===== src/rtl/nco_pkg.sv =====
package nco_pkg;
    localparam int DEF_ACC_W = 32;
    localparam int DEF_OUT_W = 12;

    typedef enum logic {
        SEL_WORD0 = 1'b0,
        SEL_WORD1 = 1'b1
    } word_sel_e;
endpackage


===== src/rtl/nco_word_bank.sv =====
module nco_word_bank
    import nco_pkg::*;
#(
    parameter int ACC_W = DEF_ACC_W
) (
    input  logic             clk_i,
    input  logic             rst_i,
    input  logic             hold_i,
    input  logic [ACC_W-1:0] freq0_i,
    input  logic [ACC_W-1:0] freq1_i,
    input  logic [ACC_W-1:0] poff_i,
    input  logic             fsel_i,
    input  logic             sleep_cmd_i,
    output logic [ACC_W-1:0] step_o,
    output logic [ACC_W-1:0] poff_o,
    output logic             cmd_sleep_o
);
    typedef struct packed {
        logic [ACC_W-1:0] f0;
        logic [ACC_W-1:0] f1;
        logic [ACC_W-1:0] poff;
        word_sel_e        sel;
        logic             cmd;
    } bank_t;

    bank_t s_d, s_q;

    always_comb begin
        s_d     = s_q;
        s_d.cmd = sleep_cmd_i;
        if (!hold_i) begin
            s_d.f0   = freq0_i;
            s_d.f1   = freq1_i;
            s_d.poff = poff_i;
            s_d.sel  = fsel_i ? SEL_WORD1 : SEL_WORD0;
        end
    end

    always_ff @(posedge clk_i) begin
        if (rst_i) begin
            s_q <= '0;
        end else begin
            s_q <= s_d;
        end
    end

    assign step_o      = (s_q.sel == SEL_WORD1) ? s_q.f1 : s_q.f0;
    assign poff_o      = s_q.poff;
    assign cmd_sleep_o = s_q.cmd;

    // select takes the input value one edge later when awake
    assert_sel_latency_R3: assert property (@(posedge clk_i) disable iff (rst_i)
        !hold_i |=> (s_q.sel == word_sel_e'($past(fsel_i))));

    // command bit follows its input on every edge
    assert_cmd_capture_R6: assert property (@(posedge clk_i) disable iff (rst_i)
        1'b1 |=> (cmd_sleep_o == $past(sleep_cmd_i)));

    // held words do not move while asleep
    assert_words_hold_R5: assert property (@(posedge clk_i) disable iff (rst_i)
        hold_i |=> ($stable(step_o) && $stable(poff_o)));
endmodule


===== src/rtl/nco_phase_acc.sv =====
module nco_phase_acc
    import nco_pkg::*;
#(
    parameter int ACC_W = DEF_ACC_W
) (
    input  logic             clk_i,
    input  logic             rst_i,
    input  logic             hold_i,
    input  logic [ACC_W-1:0] step_i,
    output logic [ACC_W-1:0] acc_o
);
    logic [ACC_W-1:0] acc_d, acc_q;

    always_comb begin
        acc_d = acc_q;
        if (!hold_i) begin
            acc_d = acc_q + step_i;
        end
    end

    always_ff @(posedge clk_i) begin
        if (rst_i) begin
            acc_q <= '0;
        end else begin
            acc_q <= acc_d;
        end
    end

    assign acc_o = acc_q;

    // awake edge advances by the held step, modulo 2^ACC_W
    assert_step_wrap_R2: assert property (@(posedge clk_i) disable iff (rst_i)
        !hold_i |=> (acc_o == ACC_W'($past(acc_o) + $past(step_i))));

    // frozen while asleep
    assert_acc_hold_R5: assert property (@(posedge clk_i) disable iff (rst_i)
        hold_i |=> $stable(acc_o));
endmodule


===== src/rtl/nco_phase_out.sv =====
module nco_phase_out
    import nco_pkg::*;
#(
    parameter int ACC_W = DEF_ACC_W,
    parameter int OUT_W = DEF_OUT_W
) (
    input  logic [ACC_W-1:0] acc_i,
    input  logic [ACC_W-1:0] poff_i,
    output logic [OUT_W-1:0] phase_o
);
    localparam int LSB = ACC_W - OUT_W;

    logic [ACC_W-1:0] sum;

    always_comb begin
        sum     = acc_i + poff_i;
        phase_o = sum[ACC_W-1:LSB];
    end
endmodule


===== src/rtl/nco_dual_freq.sv =====
module nco_dual_freq
    import nco_pkg::*;
#(
    parameter int ACC_W = DEF_ACC_W,
    parameter int OUT_W = DEF_OUT_W
) (
    input  logic             clk_i,
    input  logic             rst_i,
    input  logic [ACC_W-1:0] freq0_i,
    input  logic [ACC_W-1:0] freq1_i,
    input  logic [ACC_W-1:0] poff_i,
    input  logic             fsel_i,
    input  logic             sleep_pin_i,
    input  logic             sleep_cmd_i,
    output logic [OUT_W-1:0] phase_o
);
    logic [ACC_W-1:0] step;
    logic [ACC_W-1:0] poff_q;
    logic [ACC_W-1:0] acc;
    logic             cmd_sleep;
    logic             asleep;

    assign asleep = sleep_pin_i | cmd_sleep;

    nco_word_bank #(.ACC_W(ACC_W)) u_bank (
        .clk_i       (clk_i),
        .rst_i       (rst_i),
        .hold_i      (asleep),
        .freq0_i     (freq0_i),
        .freq1_i     (freq1_i),
        .poff_i      (poff_i),
        .fsel_i      (fsel_i),
        .sleep_cmd_i (sleep_cmd_i),
        .step_o      (step),
        .poff_o      (poff_q),
        .cmd_sleep_o (cmd_sleep)
    );

    nco_phase_acc #(.ACC_W(ACC_W)) u_acc (
        .clk_i  (clk_i),
        .rst_i  (rst_i),
        .hold_i (asleep),
        .step_i (step),
        .acc_o  (acc)
    );

    nco_phase_out #(.ACC_W(ACC_W), .OUT_W(OUT_W)) u_out (
        .acc_i   (acc),
        .poff_i  (poff_q),
        .phase_o (phase_o)
    );

    // sleep pin keeps the output phase still
    assert_pin_freeze_R5: assert property (@(posedge clk_i) disable iff (rst_i)
        sleep_pin_i |=> $stable(phase_o));

    // command sleep bit keeps the output phase still
    assert_cmd_freeze_R6: assert property (@(posedge clk_i) disable iff (rst_i)
        cmd_sleep |=> $stable(phase_o));

    // first cycle out of reset starts from a cleared state
    assert_reset_clear_R1: assert property (@(posedge clk_i)
        rst_i |=> (rst_i || (acc == '0 && poff_q == '0 && phase_o == '0)));
endmodule


===== config.mk =====
export PLATFORM = sky130hd
export DESIGN_NAME = nco_dual_freq
export DESIGN_NICKNAME = d
export VERILOG_FILES = /design/src/rtl/nco_pkg.sv /design/src/rtl/nco_word_bank.sv /design/src/rtl/nco_phase_acc.sv /design/src/rtl/nco_phase_out.sv /design/src/rtl/nco_dual_freq.sv
export SDC_FILE = /design/constraint.sdc
export NUM_CORES = 1
export LEC_CHECK = 0
export ABC_AREA = 1
export BUFFER_PORTS_ARGS = -buffer_cell sky130_fd_sc_hd__buf_2
export CORE_MARGIN = 3
export CORE_UTILIZATION = 46
export CTS_CLUSTER_DIAMETER = 30
export DETAILED_ROUTE_END_ITERATION = 6
export GPL_ROUTABILITY_DRIVEN = 0
export PLACE_DENSITY_LB_ADDON = 0.2
export SYNTH_ARGS = -nofsm -noshare
export SYNTH_HDL_FRONTEND = slang
export SYNTH_HIERARCHICAL = 1
export SYNTH_SLANG_ARGS = --single-unit
export TNS_END_PERCENT = 100

===== constraint.sdc =====
create_clock -name clk_i -period 4.1 [get_ports clk_i]
set_input_delay 0.205 -clock clk_i [delete_from_list [all_inputs] [get_ports clk_i]]
set_output_delay 0.205 -clock clk_i [all_outputs]
set_load 0.005 [all_outputs]

==> metrics.md, run 1 <==
| Metric | Value |
|---|---|
| Total CTS buffers | `17` |
| IO Pins | `about 110` |
| GRT overflow | `0` |
| Worst-path clk slew | `~60 ps` |
| N_diodes | `0` |
| Yosys warnings | `6` |
| Slew Limit Headroom | `33.9%` |
| WP data required | `4400 ps` |
| Post-synth top area share | `about a quarter` |
| Dominant synthesized flop cell | `dfxtp_1` |
| Synth top area cells | `nand2_1 (25%), dfxtp_1 (25%), inv_1 (13%)` |
| Critical Path Most Common Cell | `nand3_1` |
| Hold EP | `u_bank/poff_o[4]` |
| Hold WC Path Type | `input pin to register` |
| Post-DRT Antenna Nets | `0` |
| Root buffer cell | `clkbuf_16` |
| Wirelength per Cell | `11.6 um` |
| Hold Crit Start | `poff_i[4]` |
| Initial Utilization | `47.2%` |
| DIE WIDTH | `156 um` |
| Post-Route Setup TNS | `0 ps` |
| VDD IR max | `0.000194 V` |
| Synth Net Count | `just over 2000` |
| Number of vias per cell | `4.54` |
| Gates resized, CTS repair | `0` |
| R2R cell count | `10` |
| Total GRT Usage | `a little over a fifth` |
| Crit Path Class | `register to register` |
| CTS tree | `done` |
| Max-slew violations | `0` |
| Antenna violations before repair | `0` |
| Vias in the first global route | `just over 9000` |
| DRT Pass-1 Iters | `7` |
| Max Buffers Root-to-Sink | `2` |
| Layout cells sized above 1 | `a little under a tenth` |
| Asr flop ratio synth | `0%` |
| Post-synth EDFFs | `0` |
| Post-Route Utilization | `54.5%` |
| Initial drt markers | `597` |
| Cell Pwr Density | `approximately 330 nW/um2` |
| Crit path capture type | `register` |
| First-pass GRT wire length | `43000 um` |
| CP Cell Sequence | `o21ai_0 > ha_1 > fa_1 > nand3_1 > nand3_1 > nand3_1 > nand3_1 > xor2_1 > o21ai_0 > inv_1` |
| Max Clock Skew | `14.6 ps` |
| Vias | `slightly above 10000` |
| Max Fanout on Critical Path | `65` |
| Cell area after synthesis | `10400 um2` |
| Area leader, netlist | `nand2_1` |
| Worst-Margin Slew | `991 ps` |
| Post-synthesis register bit count | `130` |
| Core area | `22000 um2` |
| # DRC | `0` |
| Slowest-stage cell, CP | `dfxtp_2` |
| Final setup viols | `0` |
| R2R Setup Slk | `~1100 ps` |
| RR Endpoint | `u_acc/acc_o[12]` |
| Startpoint types | `register` |
| Syn avg cell area | `5.55 um2` |
| RSZ-0062 raised after global routing | `false` |
| Max Cap Violations | `0` |
| CP max stage delay | `990 ps` |
| Clk sinks | `between 100 and 150` |
| Fin nets | `~2200` |
| Arrival @ worst endpoint | `3350 ps` |
| Outcome | `finished clean` |
| Design Power | `slightly below 0.004 W` |
| H-Tree Depth | `4` |
| Final worst path period share | `74.3%` |
| Cells after Synth | `~1900` |
| Total Wirelength | `26600 um` |
| Die ar. | `24400 um2` |
| Pleak | `7.20 nW` |
| Post-CTS Hold Buffers | `68` |
| Rows | `54` |
| Largest net degree at the start of global routing | `179` |
| Die height | `between 150 and 200 um` |
| IO Port Bufs | `112` |
| Fmax achieved | `328 MHz` |
| Final Hold Viols | `0` |
| Worst-Skew Late Latency | `420 ps` |
| Tmin final | `a little over 3000 ps` |
| Post-DP HPWL | `19900 um` |
| Hold Path Depth | `3` |
| Area growth syn-to-layout | `15.6%` |
| Sequential share of the synthesized area | `25.0%` |
| Distinct cells, synth | `31` |
| R2R Path Start | `u_bank/s_q[1]` |
| Number of setup buffers added after CTS | `0` |
-- critical path: cells and delay by family, from the launching register on --
| family | cells | cell delay (ps) |
|---|---|---|
| simple gates | 4 | 540 |
| compound gates | 2 | 400 |
| flops | 1 | 990 |
| buf+inv | 1 | 50 |
| fa+ha+maj | 2 | 770 |
| xor+xnor | 1 | 180 |
-- kinds of logic after synthesis --
| kind of cell | Yosys count | share of synthesized area [%] |
|---|---|---|
| buffers and inverters | 447 | 18.9 |
| adders and majority gates | 62 | 7.54 |
| and+or+nand+nor | 1120 | 42.3 |
| xor gates and xnor gates | 16 | 1.35 |
| DFF | 130 | 25.0 |
| AOI/OAI and AO/OA | 99 | 4.89 |
-- area by class of cell --
class	instances	area (um2)
fillers	2277	10000
multi-input cells	1297	5830
flip-flops and latches	130	2600
inverters	367	1380
repair buffers	183	1280
clock buffers	17	425
well taps	280	350
clock inverters	15	144
-- per-stage QoR --
step | cell area (um2) | setup WS, ps | hold slack, ps | instances
2_1_floorplan | 10400 | 1880 | 276 | 1874
3_3_place_gp | 10800 | 1120 | 406 | 2189
3_5_place_dp | 10800 | 1060 | 422 | 2189
4_1_cts | 12000 | 1060 | 0.0978 | 2289
5_1_grt | 12000 | 670 | 16.1 | 2289
6_report | 12000 | 1050 | 12.8 | 2289
-- power breakdown --
group | switching [W] | leakage [nW] | internal (W)
sequential | 0.0000900 | 1.08 | 0.00137
combinational | 0.000607 | 5.85 | 0.000383
clock | 0.000678 | 0.273 | 0.000804
total | 0.00138 | 7.20 | 0.00256
-- synth_stat cells, types with 6 or more instances --
library cell	n
xor2_1	14
nor3_2	8
buf_6	9
inv_2	9
nand2_2	8
buf_4	45
nor2_1	326
clkbuf_1	12
nand2_1	702
o21ai_0	49
nor3_1	6
buf_2	9
inv_1	358
a21oi_1	44
dfxtp_1	130
nand3_1	56
ha_1	61
-- layer usage --
metal | vias to the layer above | share of wire, % | GRT usage [%]
li1 | 5714 | - | -
met1 | 4443 | 50 | 30.0
met2 | 218 | 44 | 35.4
met3 | 22 | 4.9 | 2.88
met4 | 0 | 1.2 | 5.00
met5 | - | 0 | 0
-- registers in the layout (all words and copies together), names as in the netlist --
register            count
u_bank/s_q             65
u_acc/acc_o            32
u_bank/poff_o          32
u_bank/cmd_sleep_o      1
-- layout by cell type, fill, tap and decap left out --
master / count
nor2_4: 1
buf_4: 2
nand2_1: 701
inv_1: 358
dfxtp_2: 1
clkbuf_16: 17
ha_1: 61
dfxtp_1: 129
a21o_1: 1
nor3_2: 8
nor3_1: 6
clkinv_4: 2
nand2_4: 1
nand3_1: 56
xor2_1: 14
dlygate4sd3_1: 68
buf_2: 112
clkinv_8: 1
and2_1: 4
inv_2: 9
buf_12: 1
nand2_2: 8
clkinvlp_4: 3
nand4_1: 3
clkinv_2: 1
xnor2_1: 2
inv_8: 5
nand3_2: 1
a21oi_1: 44
o21ai_0: 49
nor2_1: 326
nor2_2: 5
fa_1: 1
inv_6: 3
o21ai_1: 1
o21bai_1: 4
-- worst max path at each step --
stage,from,endpoint,slack (ps)
2_1_floorplan,u_bank/s_q[1],u_acc/acc_o[20],1880
3_3_place_gp,u_bank/s_q[1],u_acc/acc_o[28],1120
3_5_place_dp,u_bank/s_q[1],u_acc/acc_o[28],1060
4_1_cts,u_bank/s_q[1],u_acc/acc_o[12],1060
5_1_grt,u_bank/s_q[1],u_acc/acc_o[20],670
6_report,u_bank/s_q[1],u_acc/acc_o[12],1050
Note: power is estimated with default switching activity, not from simulation.
==> run 2: changes to the inputs <==
ABC_AREA = 0   (was 1)
clock period = 2.9 ns   (was 4.1 ns; I/O delays follow)
==> run 2 against run 1 <==
The run now ends with setup timing left. Synthesized cell count decreased by 49%. Maximum frequency grew 2.8%. Sequential power is 36% higher. Count of clock-buffer cells in the layout is the same. Power rose by 37%. Sequential cell count is the same. Critical endpoint is now u_acc/acc_o[24].
==> metrics.md, run 2 <==
| Metric | Value |
|---|---|
| Outcome | `finished, violations left` |
| Failing checks | `setup timing` |
| Die height | `140 um (-11%)` |
| Crit path capture type | `register` |
| First-pass GRT wire length | `37000 um (-14%)` |
| Fmax achieved | `338 MHz (+2.8%)` |
| Final Hold Viols | `0 (unchanged)` |
| Distinct cells, synth | `65 (+110%)` |
| Cell area after synthesis | `8240 um2 (-21%)` |
| Fin worst setup slack | `-62.4 ps (-1120 ps)` |
| Biggest register | `u_bank/s_q` |
| Commonest non-fill, non-tap cell in the layout | `nor2_1` |
| Post-DP HPWL | `16100 um (-19%)` |
| Post-synth top cells | `nor2_1 (138), dfxtp_1 (130), mux2i_1 (101), a21oi_1 (78), nand2_1 (71)` |
| Initial Utilization | `47.3% (+0.13 points)` |
| # DRC | `0 (unchanged)` |
| Final hold slack | `11.5 ps (-1.31 ps)` |
| R2R Path Start | `u_bank/s_q[1]` |
| Syn avg cell area | `8.66 um2 (+56%)` |
| Critical path origin | `u_bank/s_q[1]` |
| Worst path depth | `12 (+2)` |
| CP Cell Sequence | `buf_6 > mux2_2 > ha_1 > buf_4 > nand4_1 > nor3_2 > a22oi_1 > nand2_2 > o41a_1 > a21o_1 > and2_4 > o32ai_2` |
| Max-slew violations | `0 (unchanged)` |
| Number of vias per cell | `5.39 (+19%)` |
| Post-Route Setup TNS | `-105 ps (-105 ps)` |
| Yosys warnings | `6 (unchanged)` |
| Hold WC Path Type | `input pin to register` |
| Fin area | `11600 um2 (-3.7%)` |
| VDD IR max | `0.000484 V (+150%)` |
| Startpoint types | `register` |
| GRT overflow | `0 (unchanged)` |
| Area growth syn-to-layout | `40.4%` |
| Vias in the first global route | `7479 (-19%)` |
| Hold Crit Start | `freq1_i[16]` |
| Pleak | `5.36 nW (-26%)` |
| Crit path max-delay family | `compound AO/OA/AOI/OAI gates` |
| Layout cells sized above 1 | `31.1% (+22 points)` |
| Rows | `48 (-11%)` |
| N_diodes | `0 (unchanged)` |
| RSZ-0062 raised after global routing | `true` |
| Slew Limit Headroom | `67.4% (+33 points)` |
| Total CTS buffers | `17 (unchanged)` |
| Die ar. | `19600 um2 (-20%)` |
| Max reg flops | `65 (unchanged)` |
| Initial drt markers | `377 (-37%)` |
| IO Port Bufs | `112 (unchanged)` |
| Most frequent cells in the layout | `nor2_1 (136), dfxtp_1 (119), buf_2 (111), mux2i_1 (101), dlygate4sd3_1 (96)` |
| Sequential share of the synthesized area | `31.6% (+6.5 points)` |
| Post-synth EDFFs | `0 (unchanged)` |
| DP Area | `9240 um2 (-14%)` |
| Max Cap Violations | `0 (unchanged)` |
| Critical Path End | `u_acc/acc_o[24]` |
| Arrival @ worst endpoint | `3300 ps (-50 ps)` |
| Switching Share | `27.4% (-7.6 points)` |
| Internal power | `0.00391 W (+53%)` |
| Fin nets | `1357 (-37%)` |
| Antenna violations before repair | `0 (unchanged)` |
| Asr flop ratio synth | `0% (unchanged)` |
| Area leader, netlist | `dfxtp_1` |
| Core area | `17400 um2 (-21%)` |
| Comb pwr share | `20.2% (-5.0 points)` |
| Vias | `7713 (-26%)` |
| Final setup viols | `2 (+2)` |
| Most common cell in the synthesized netlist | `nor2_1` |
| Slowest-stage cell, CP | `o41a_1` |
| CTS tree | `done` |
| Total GRT Usage | `23.1% (+1.6 points)` |
| Max Buffers Root-to-Sink | `2 (unchanged)` |
| DIE WIDTH | `140 um (-11%)` |
| Cells after Synth | `952 (-49%)` |
| Clock share of power | `42.9% (+5.2 points)` |
| Synth Net Count | `1115 (-45%)` |
| Final worst path period share | `102% (+28 points)` |
| Worst-Margin Slew | `489 ps (-502 ps)` |
| WP data required | `3240 ps (-1160 ps)` |
| Sequential Power Share | `36.9% (-0.2 points)` |
| Post-synthesis register bit count | `130 (unchanged)` |
| Max Fanout on Critical Path | `5 (-92%)` |
| Cell Pwr Density | `466 nW/um2 (+42%)` |
| Switch Pwr | `0.00148 W (+7.4%)` |
| Synth top area cells | `dfxtp_1 (32%), mux2i_1 (12%), ha_1 (9.3%)` |
| Total Wirelength | `23300 um (-12%)` |
| Crit Path Class | `register to register` |
| IO Pins | `113 (unchanged)` |
| Max Clock Skew | `6.16 ps (-8.39 ps)` |
| Post-Route Utilization | `66.4% (+12 points)` |
| Root buffer cell | `clkbuf_16` |
| H-Tree Depth | `4 (unchanged)` |
| Dominant synthesized flop cell | `dfxtp_1` |
| Worst-Skew Late Latency | `420 ps (about the same)` |
| R2R Setup Slk | `-60 ps (-1120 ps)` |
| Tmin final | `2960 ps (-83.5 ps)` |
| R2R cell count | `12 (+2)` |
| DRT Pass-1 Iters | `5 (-2)` |
| CP max stage delay | `450 ps (-540 ps)` |
| Clk sinks | `130 (unchanged)` |
| Largest net degree at the start of global routing | `52 (-71%)` |
| Worst-path clk slew | `60 ps (about the same)` |
| Post-DRT Antenna Nets | `0 (unchanged)` |
| RR Endpoint | `u_acc/acc_o[24]` |
| Post-synth top area share | `31.6% (+6.2 points)` |
| Wirelength per Cell | `16.3 um (+40%)` |
| Post-Place Setup Slack | `-182 ps (-1240 ps)` |
| Critical path buffers and inverters | `2 (+1)` |
-- run 2: through the flow --
| stage | power [W] | std cells |
|---|---|---|
| global route | 0.00563 | 1432 |
| global placement | 0.00290 | 1288 |
| floorplan | 0.00261 | 952 |
| finish | 0.00539 | 1432 |
| CTS | 0.00535 | 1421 |
| detailed placement | 0.00291 | 1288 |
-- run 2: repair_timing --
item	4_1_cts	5_1_grt
gates cloned	0	0
endpoints found under the hold margin	96	0
setup endpoints to repair	18	29
hold buffers	96	0
setup buffers	5	11
resized for setup	31	94
pin swaps	13	45
-- run 2: cells by family after synthesis --
family	synth area share, %
AO/OA/AOI/OAI	16.8
flip-flops	31.6
multiplexers	16.6
buffers and inverters	7.24
adder cells (fa/ha/maj)	9.50
AND/OR/NAND/NOR	14.7
XOR/XNOR	3.51
-- run 2: how the worst min path moves through the flow --
stage / endpoint / slack (ps) / cells after the start
finish: u_bank/s_q[50] / 10 / 3
global route: u_bank/s_q[50] / 20 / 3
CTS: u_bank/s_q[50] / 0.8 / 3
detailed placement: u_bank/cmd_sleep_o / 360 / 2
global placement: u_bank/cmd_sleep_o / 350 / 2
floorplan: u_bank/cmd_sleep_o / 270 / 1
-- run 2: area by class of cell --
type | count | area (um2)
Multi-Input combinational cell | 718 | 5620
Timing Repair Buffer | 305 | 2320
Clock buffer | 17 | 425
Clock inverter | 15 | 208
Tap cell | 225 | 282
Fill cell | 1450 | 5850
Inverter | 22 | 82.6
Sequential cell | 130 | 2630
-- run 2: worst min-delay path, cell delays in order --
cell and delay, ps:
buf_2 90, mux2i_1 60, nor2_1 90
-- run 2: routing by layer --
layer	track usage, %	part of all wire [%]
met5	0	0
met4	5.81	1.4
met3	4.98	4.9
met2	40.1	49
met1	29.2	45
-- run 2: power by group through the flow --
stage / registers [W] / logic (W) / clock network, W
global route: 0.00200 / 0.00120 / 0.00243
CTS: 0.00198 / 0.00101 / 0.00235
global placement: 0.00201 / 0.000885 / 0
floorplan: 0.00198 / 0.000638 / 0
finish: 0.00199 / 0.00109 / 0.00231
detailed placement: 0.00202 / 0.000892 / 0
==> run 3: changes to the inputs <==
clock period = 3.5 ns   (was 2.9 ns; I/O delays follow)
==> run 3 against run 2 <==
The flow now finishes without violations. Die area unchanged. Hold slack worse by 8.4 ps. Utilization is 7.8 points lower. Critical path depth unchanged. Sequential share of layout area is 2.8 points higher. Critical path type unchanged.
==> metrics.md, run 3 (synthesis results as in run 2) <==
| Metric | Value |
|---|---|
| Max-slew violations | `0 (unchanged)` |
| RR Endpoint | `u_acc/acc_o[24]` |
| Pleak | `4.83 nW (-9.9%)` |
| Layout cells sized above 1 | `17.8% (-13 points)` |
| Wirelength per Cell | `16.1 um (-1.5%)` |
| Crit path capture type | `register` |
| Commonest non-fill, non-tap cell in the layout | `nor2_1` |
| Switching Share | `26.3% (-1.1 points)` |
| Antenna violations before repair | `0 (unchanged)` |
| Final setup viols | `0 (-2)` |
| Post-DRT Antenna Nets | `0 (unchanged)` |
| Final worst path period share | `94.2% (-7.9 points)` |
| CP Cell Sequence | `buf_12 > mux2_2 > ha_1 > fa_1 > a21oi_1 > o211ai_1 > nand3_1 > nand2_1 > o41a_1 > a21o_1 > and2_1 > o32ai_1` |
| Outcome | `finished clean` |
| Worst-Margin Slew | `1010 ps (+521 ps)` |
| CP max stage delay | `420 ps (-30 ps)` |
| Number of setup buffers added after CTS | `0 (-5)` |
| Max Clock Skew | `7.05 ps (+0.894 ps)` |
| Total GRT Usage | `21.9% (-1.3 points)` |
| Initial drt markers | `462 (+23%)` |
| Vias | `7256 (-5.9%)` |
| Max reg flops | `65 (unchanged)` |
| Max Cap Violations | `0 (unchanged)` |
| Non-filler cells, final | `1334 (-6.8%)` |
| Worst-Skew Late Latency | `420 ps (about the same)` |
| Total Wirelength | `21400 um (-8.2%)` |
| Most frequent cells in the layout | `nor2_1 (138), dfxtp_1 (130), buf_2 (111), mux2i_1 (101), dlygate4sd3_1 (90)` |
| Clk sinks | `130 (unchanged)` |
| WP data required | `3830 ps (+590 ps)` |
| # DRC | `0 (unchanged)` |
| First-pass GRT wire length | `34900 um (-5.7%)` |
| Max Fanout on Critical Path | `14 (+9)` |
| R2R Setup Slk | `200 ps (+260 ps)` |
| Cell Pwr Density | `421 nW/um2 (-9.6%)` |
| DRT Pass-1 Iters | `5 (unchanged)` |
| Post-Route Setup TNS | `0 ps (+105 ps)` |
| FF+latch area | `2600 um2 (-0.91%)` |
| IO Pins | `113 (unchanged)` |
| R2R Path Start | `u_bank/s_q[1]` |
| Worst-path clk slew | `60 ps (about the same)` |
| Biggest register | `u_bank/s_q` |
| Number of vias per cell | `5.44 (+0.99%)` |
| Rows | `48 (unchanged)` |
| Critical path buffers and inverters | `1 (-1)` |
| Slowest-stage cell, CP | `dfxtp_1` |
| Vias in the first global route | `7042 (-5.8%)` |
| Arrival @ worst endpoint | `3630 ps (+330 ps)` |
| N_diodes | `0 (unchanged)` |
| Internal power | `0.00316 W (-19%)` |
| Largest net degree at the start of global routing | `77 (+48%)` |
| GRT overflow | `0 (unchanged)` |
| Final Hold Viols | `0 (unchanged)` |
| R2R cell count | `12 (unchanged)` |
| Post-DP HPWL | `14900 um (-7.2%)` |
| Root buffer cell | `clkbuf_16` |
| Comb pwr share | `17.4% (-2.8 points)` |
| VDD IR max | `0.000336 V (-31%)` |
| Die height | `140 um (unchanged)` |
| DIE WIDTH | `140 um (unchanged)` |
| Hold EP | `u_bank/s_q[53]` |
| Slew Limit Headroom | `32.7% (-35 points)` |
| Die ar. | `19600 um2 (unchanged)` |
| Initial Utilization | `47.3% (unchanged)` |
| CTS tree | `done` |
| Fmax achieved | `303 MHz (-10%)` |
| Clock share of power | `44.5% (+1.6 points)` |
| Hold Path Depth | `3 (unchanged)` |
| Sequential Power Share | `38.1% (+1.2 points)` |
| Hold WC Path Type | `input pin to register` |
| Core area | `17400 um2 (unchanged)` |
| Tmin final | `3300 ps (+336 ps)` |
| Post-Place Cells | `1213 (-5.8%)` |
| Startpoint types | `register` |
| RSZ-0062 raised after global routing | `false` |
| Critical path origin | `u_bank/s_q[1]` |
| # fillers | `1576 (+8.7%)` |
| Fin nets | `1260 (-7.1%)` |
| Max Buffers Root-to-Sink | `2 (unchanged)` |
| Switch Pwr | `0.00113 W (-23%)` |
| Crit path max-delay family | `compound AO/OA/AOI/OAI gates` |
| Total CTS buffers | `17 (unchanged)` |
| Hold Crit Start | `freq1_i[19]` |
| IO Port Bufs | `112 (unchanged)` |
| Multi-input gate area | `5050 um2 (-10%)` |
| Area growth syn-to-layout | `23.8%` |
| Crit Path Class | `register to register` |
| H-Tree Depth | `4 (unchanged)` |
==> run 3: cell count changes in the layout (fill, tap and decap cells not counted), sizes merged <==
| cell | before | now |
|---|---|---|
| buf | 209 | 118 |
| dlygate4sd3 | 96 | 90 |
| clkinv | 4 | 1 |
| clkbuf | 17 | 19 |
| clkinvlp | 4 | 5 |
| inv | 25 | 24 |
==> run 3: cell type report <==
| type | count | share of cell area [%] |
|---|---|---|
| Clock buffer | 19 | 4.44 |
| Timing Repair Buffer | 208 | 15.2 |
| Tap cell | 225 | 2.76 |
| Sequential cell | 130 | 25.5 |
| Inverter | 22 | 0.810 |
| Clock inverter | 12 | 1.77 |
| Multi-Input combinational cell | 718 | 49.6 |
==> run 3: timing repair <==
| item | 4_1_cts | 5_1_grt |
|---|---|---|
| hold buffers | 89 | 1 |
| resized for setup | 0 | 1 |
| setup endpoints to repair | 0 | 1 |
| endpoints found under the hold margin | 89 | 1 |
==> run 3: stage by stage <==
stage                     util, %  instance area [um2]  hold WS [ps]  total power [W]  setup slack (ps)
after floorplan                 -                 8240           303          0.00216               419
after global placement       49.7                 8660           383          0.00233               274
after detailed placement     49.7                 8660           390          0.00233               206
after CTS                    58.4                10200         0.121          0.00433               169
after global routing         58.6                10200          1.68          0.00450              20.0
final                        58.6                10200          3.15          0.00429               202
==> run 3: worst max path at each step <==
stage / to / slack [ps] / cells past startpoint
floorplan: u_acc/acc_o[31] / 420 / 12
global placement: u_acc/acc_o[31] / 270 / 11
detailed placement: u_acc/acc_o[31] / 210 / 11
CTS: u_acc/acc_o[31] / 170 / 11
global route: u_acc/acc_o[31] / 20 / 11
finish: u_acc/acc_o[24] / 200 / 12
==> run 3: power groups by stage <==
stage,Clock [W],Sequential (W),Combinational (W)
floorplan,0,0.00164,0.000524
global placement,0,0.00167,0.000658
detailed placement,0,0.00167,0.000663
CTS,0.00195,0.00164,0.000743
global route,0.00202,0.00164,0.000832
finish,0.00191,0.00164,0.000748
==> run 3: metal layers <==
layer | GRT usage, % | part of all wire, %
met1 | 28.9 | 47
met2 | 35.6 | 47
met3 | 5.15 | 4.4
met4 | 6.58 | 2.0
met5 | 0 | 0
==> run 3: worst min-delay path, stage by stage <==
cell and delay (ps):
buf_2 80, mux2i_1 50, nor2_1 80
